**src/rtl/scl_lowtmo_pkg.sv**
```systemverilog
package scl_lowtmo_pkg;
   // Edge information for the watched line, one bit per direction.
   typedef struct packed {
      logic fall;
      logic rise;
   } line_edge_t;

   // Control action applied to the low-phase counter on a clock.
   typedef enum logic [1:0] {
      CT_HOLD  = 2'd0,
      CT_LOAD  = 2'd1,
      CT_STOP  = 2'd2,
      CT_COUNT = 2'd3
   } ctr_op_t;
endpackage

```
**src/rtl/scl_lowtmo_edge.sv**
```systemverilog
module scl_lowtmo_edge #(
   parameter bit IDLE_LEVEL = 1'b1
) (
   input  logic                        clk,
   input  logic                        rst_n,
   input  logic                        line_in,
   output scl_lowtmo_pkg::line_edge_t  edge_o
);
   logic line_q;

   always_ff @(posedge clk or negedge rst_n) begin
      if (!rst_n) line_q <= IDLE_LEVEL;
      else        line_q <= line_in;
   end

   assign edge_o.fall = line_q & ~line_in;
   assign edge_o.rise = ~line_q & line_in;
endmodule

```
**src/rtl/scl_lowtmo_counter.sv**
```systemverilog
module scl_lowtmo_counter #(
   parameter int CNT_W = 8
) (
   input  logic                        clk,
   input  logic                        rst_n,
   input  logic                        en,
   input  scl_lowtmo_pkg::line_edge_t  edge_i,
   input  logic [CNT_W-1:0]            reload,
   output logic                        hit,
   output logic                        running
);
   import scl_lowtmo_pkg::*;

   localparam logic [CNT_W-1:0] TERM = {CNT_W{1'b1}};

   logic [CNT_W-1:0] cnt;
   ctr_op_t          op;

   always_comb begin
      if (!en)              op = CT_STOP;
      else if (edge_i.fall) op = CT_LOAD;
      else if (edge_i.rise) op = CT_STOP;
      else if (running)     op = CT_COUNT;
      else                  op = CT_HOLD;
   end

   assign hit = (op == CT_COUNT) && (cnt == TERM);

   always_ff @(posedge clk or negedge rst_n) begin
      if (!rst_n) begin
         cnt     <= '0;
         running <= 1'b0;
      end else begin
         case (op)
            CT_LOAD: begin
               cnt     <= reload;
               running <= 1'b1;
            end
            CT_STOP:  running <= 1'b0;
            CT_COUNT: begin
               if (hit) running <= 1'b0;
               else     cnt     <= cnt + 1'b1;
            end
            default: ;
         endcase
      end
   end


   load_on_fall_chk: assert property (@(posedge clk) disable iff (!rst_n)
      (en && edge_i.fall) |=> (running && cnt == $past(reload)));

   rise_stops_chk: assert property (@(posedge clk) disable iff (!rst_n)
      (edge_i.rise && !edge_i.fall) |=> !running);

   off_stops_chk: assert property (@(posedge clk) disable iff (!rst_n)
      !en |=> !running);
endmodule

```
**src/rtl/scl_lowtmo_flag.sv**
```systemverilog
module scl_lowtmo_flag #(
   parameter bit SET_OVER_CLEAR = 1'b1
) (
   input  logic clk,
   input  logic rst_n,
   input  logic hit,
   input  logic clr,
   output logic irq,
   output logic flag
);
   logic flag_nxt;

   generate
      if (SET_OVER_CLEAR) begin : g_set_wins
         assign flag_nxt = hit | (flag & ~clr);
      end else begin : g_clr_wins
         assign flag_nxt = ~clr & (hit | flag);
      end
   endgenerate

   always_ff @(posedge clk or negedge rst_n) begin
      if (!rst_n) begin
         irq  <= 1'b0;
         flag <= 1'b0;
      end else begin
         irq  <= hit;
         flag <= flag_nxt;
      end
   end


   clear_works_chk: assert property (@(posedge clk) disable iff (!rst_n)
      (clr && !hit) |=> !flag);

   no_write_keeps_chk: assert property (@(posedge clk) disable iff (!rst_n)
      (!clr && flag) |=> flag);

   generate
      if (SET_OVER_CLEAR) begin : g_set_chk

         flag_with_irq_chk: assert property (@(posedge clk) disable iff (!rst_n)
            irq |-> flag);
      end
   endgenerate
endmodule

```
**src/rtl/scl_low_timeout_mon.sv**
```systemverilog
module scl_low_timeout_mon #(
   parameter int CNT_W          = 8,
   parameter bit SET_OVER_CLEAR = 1'b1
) (
   input  logic             clk,
   input  logic             rst_n,
   input  logic             mon_en,
   input  logic             scl_sync,
   input  logic [CNT_W-1:0] reload_val,
   input  logic             flag_clr,
   output logic             tmo_irq,
   output logic             tmo_flag
);
   import scl_lowtmo_pkg::*;

   line_edge_t edge_w;
   logic       hit_w;
   logic       run_w;

   scl_lowtmo_edge #(.IDLE_LEVEL(1'b1)) u_edge (
      .clk(clk), .rst_n(rst_n), .line_in(scl_sync), .edge_o(edge_w)
   );

   scl_lowtmo_counter #(.CNT_W(CNT_W)) u_ctr (
      .clk(clk), .rst_n(rst_n), .en(mon_en), .edge_i(edge_w),
      .reload(reload_val), .hit(hit_w), .running(run_w)
   );

   scl_lowtmo_flag #(.SET_OVER_CLEAR(SET_OVER_CLEAR)) u_flag (
      .clk(clk), .rst_n(rst_n), .hit(hit_w), .clr(flag_clr),
      .irq(tmo_irq), .flag(tmo_flag)
   );


   single_pulse_chk: assert property (@(posedge clk) disable iff (!rst_n)
      tmo_irq |=> !tmo_irq);

   quiet_when_off_chk: assert property (@(posedge clk) disable iff (!rst_n)
      !mon_en |=> !tmo_irq);

   high_line_no_irq_chk: assert property (@(posedge clk) disable iff (!rst_n)
      scl_sync |=> !tmo_irq);

   stopped_after_hit_chk: assert property (@(posedge clk) disable iff (!rst_n)
      hit_w |=> !run_w);
endmodule

```
**config.mk**
```make
export PLATFORM = sky130hd
export DESIGN_NAME = scl_low_timeout_mon
export DESIGN_NICKNAME = d
export VERILOG_FILES = /design/src/rtl/scl_lowtmo_pkg.sv /design/src/rtl/scl_lowtmo_edge.sv /design/src/rtl/scl_lowtmo_counter.sv /design/src/rtl/scl_lowtmo_flag.sv /design/src/rtl/scl_low_timeout_mon.sv
export SDC_FILE = /design/constraint.sdc
export NUM_CORES = 1
export LEC_CHECK = 0
export BUFFER_PORTS_ARGS = -buffer_cell sky130_fd_sc_hd__buf_4
export CAP_MARGIN = 20
export CELL_PAD_IN_SITES_DETAIL_PLACEMENT = 1
export CELL_PAD_IN_SITES_GLOBAL_PLACEMENT = 2
export CORE_MARGIN = 5
export CORE_UTILIZATION = 32
export DETAILED_ROUTE_END_ITERATION = 10
export PLACE_DENSITY_LB_ADDON = 0.25
export SYNTH_ARGS = -nofsm -noshare
export SYNTH_HDL_FRONTEND = slang
export SYNTH_SLANG_ARGS = --single-unit
```
**constraint.sdc**
```tcl
create_clock -name clk -period 2.27 [get_ports clk]
set_clock_uncertainty 0.1 [all_clocks]
set_input_delay 0 -clock clk [delete_from_list [all_inputs] [get_ports clk]]
set_output_delay 0 -clock clk [all_outputs]
set_load 0.01 [all_outputs]
```
==> impl_metrics.csv <==
group,metric,value,unit
setup_path,crit_start,"u_ctr.cnt[0]",
sta,fmax,542,MHz
pwr,ir_worst_vdd,328,uV
pwr,leakage,0.409,nW
floorplanning,start_util,32.6,%
sta,min_period_over_period,81.3,%
final_layout,multi_input_area,374,um^2
pwr,p_total,0.585,mW
final_layout,fillCellCount,250,
route,vias,631,
final_layout,fin_nets,110,
floorplanning,die_y,56.8,um
pwr,power_density,618,nW/um^2
setup_path,r2r_cells,6,
place,portBuffers,14,
logic_synthesis,ys_warn_count,0,
route,drt-total-wl,1.80,mm
setup_path,crit_path_max_incr_delay,420,ps
final_layout,area.growth.synth_to_final,35.4,%
clocking,h-tree-depth,1,
clocking,cts_made_buffers,3,
logic_synthesis,synth_top_family_by_area,"simple AND/OR/NAND/NOR gates",
logic_synthesis,synthCells,69,
logic_synthesis,synth_seq_area_share,43.1,%
setup_path,crit_chain,"ha_1 > and2_1 > and4_4 > o21ai_4 > buf_4 > a222oi_1",
sta,tightestPinTransition,531,ps
hold_path,hold_path_class,"input pin to flop",
logic_synthesis,ys_ff_latch,12,
job,cap_violations,0,
logic_synthesis,synth_compound_area_share,22.2,%
route,drt_iter0_markers,9,
logic_synthesis,synth_xor_area_share,3.94,%
setup_path,reg2reg_from,"u_ctr.cnt[0]",
route,dr.pass1.iters,5,
grt,grt_first_pass_wirelength,3.15,mm
floorplanning,dieArea,3220,um^2
grt,antenna_found_initial,0,
grt,grt_pass1_vias,685,
clocking,cts_tree,"done",
setup_path,arrival,1910,ps
grt,grt_overflow,0,
grt,grt_util_all_layers,12.6,%
final_layout,drive_above_1_share,28.4,%
logic_synthesis,synth_mux_area_share,3.22,%
sta,rsz0062_at_grt,"no",
setup_path,cp_max_fo,5,
route,drc_errors,0,
setup_path,timing.rr.end,"u_ctr.cnt[3]",
floorplanning,ios,15,
logic_synthesis,avgSynthCellArea,10.1,um^2
clocking,root_buffer,"clkbuf_4",
route,via_per_inst,5.13,
final_layout,fin_util,44.1,%
setup_path,end_kind,"flop",
grt,grt_max_degree,12,
setup_path,cp.required,2330,ps
logic_synthesis,synthAdderAreaFrac,1.79,%
logic_synthesis,synth_cell_types,34,
sta,fin_crit,1850,ps
clocking,clk_pin_slew_worst_paths,70,ps
logic_synthesis,synth_fp_nets,83,
logic_synthesis,yosys.area.top_type,"dfrtp_1",
logic_synthesis,yosysTopAreaCellShare,39.4,%
floorplanning,rows,17,
final_layout,seqCellArea,302,um^2
floorplanning,coreArea,2150,um^2
sta,slew_viol_final,0,
clocking,cts.sinks,12,
sta,relSlewSlack,64.5,%
logic_synthesis,syn-cell-area,699,um^2
route,postRouteAntennaNets,0,
logic_synthesis,yosys.area_share.simple,22.4,%
sta,finalHoldViolations,0,
sta,setup_viol,0,
floorplanning,dieWidth,56.8,um
route,wl_per_cell,14.7,um
setup_path,cp-start-kind,"flop",
clocking,clock_path_buffers,2,
final_layout,diodes,0,
clocking,clock_latency,270,ps
logic_synthesis,synth_area_leaders,"dfrtp_1 (39%), nor2_1 (4.3%), xnor2_4 (3.9%), dfstp_2 (3.8%), nand3_1 (2.9%)",
setup_path,crit_type,"flop to flop",
place,gp_congestion,0.744,
setup_path,crit_slowest_cell,"dfrtp_1",
setup_path,worstSetupEndpoint,"u_ctr.cnt[3]",
place,pre_cts_ws,443,ps
clocking,post-cts-setup-buffer-count,0,
sta,finalSetupTns,0,ps
place,dp_hpwl,1.29,mm
sta,layout_setup_ws,423,ps
status,status,"finished clean",
setup_path,r2r_slack,420,ps
==> area by class of cell <==
type | count | area share (%)
multi-input combinational | 53 | 39.5
inverter | 2 | 0.793
tap | 28 | 3.70
clock buffer | 4 | 2.77
timing repair buffer | 24 | 21.4
sequential | 12 | 31.8
==> logic make-up after synthesis <==
family,after synthesis
AOI/OAI and AO/OA,20
xor gates and xnor gates,1
adders and majority gates,1
buffers and inverters,4
DFF,12
muxes,2
and+or+nand+nor,29
==> where the power goes <==
part / leakage [nW] / switching, mW / internal (mW)
Combinational: 0.254 / 0.0788 / 0.0836
Sequential: 0.140 / 0.0358 / 0.248
Clock: 0.0150 / 0.0705 / 0.0680
==> routing by layer <==
layer / vias up / wire length (um) / GRT usage [%]
li1: 315 / - / -
met1: 301 / 833 / 15.1
met2: 13 / 860 / 21.3
met3: 2 / 93 / 5.29
met4: 0 / 17 / 1.99
met5: - / 0 / 0
==> how the worst min path moves through the flow <==
stage                             start  slack, ps            to  cells past startpoint
after floorplan                   rst_n       -400  u_ctr.cnt[0]                      0
after global placement            rst_n       -250    u_flag.irq                      1
after detailed placement          rst_n       -250   u_flag.flag                      1
after CTS                 reload_val[5]         10  u_ctr.cnt[5]                      3
after global routing      reload_val[5]         40  u_ctr.cnt[5]                      3
final                     reload_val[5]         20  u_ctr.cnt[5]                      3
==> repair_timing <==
action / in CTS / in global routing
resized for setup: 0 / 0
hold buffers: 9 / 0
hold endpoints to repair: 19 / 0
setup endpoints to repair: 0 / 0
==> stage by stage <==
stage	instances	hold WS, ps	cell area, um^2
CTS	123	9.94	947
global route	123	35.1	947
floorplan	69	-396	699
global placement	110	-248	831
detailed placement	110	-247	831
finish	123	15.9	947
==> synthesized netlist by cell type (all sizes together) <==
cell type	count
ha	1
nor2	8
a222oi	1
inv	2
nor3	1
or2	1
xnor2	1
nand4	3
a211o	1
buf	2
a211oi	1
and4	1
dfrtp	11
o22ai	3
dfstp	1
mux2	2
a22oi	1
and3	3
a311oi	1
a31oi	1
o211a	2
nand2	5
a21oi	2
a221oi	2
o21ai	5
nand3	4
and2	3
==> state kept, by name (all words and copies together), names as in the netlist <==
signal and cells:
u_ctr.running 1, u_flag.flag 1, u_flag.irq 1, u_edge.line_q 1
u_ctr.cnt 8
==> critical path: cells and delay by family, from the launching register on <==
| kind | cells | cell delay (ps) |
|---|---|---|
| AO/OA/AOI/OAI | 2 | 380 |
| flip-flops | 1 | 420 |
| AND/OR/NAND/NOR | 2 | 490 |
| buffers and inverters | 1 | 160 |
| adder cells (fa/ha/maj) | 1 | 180 |
==> cell usage in the layout, fill, tap and decap left out, types with 3 or more instances in the layout <==
cell,Yosys,layout
o22ai_1,3,3
nor2_1,8,8
buf_4,0,15
nand3_1,4,4
and2_1,3,3
nand2_1,4,4
dfrtp_1,11,11
dlygate4sd3_1,0,9
clkbuf_4,0,3
nand4_1,3,3
Power figures use the tool's default switching activity.
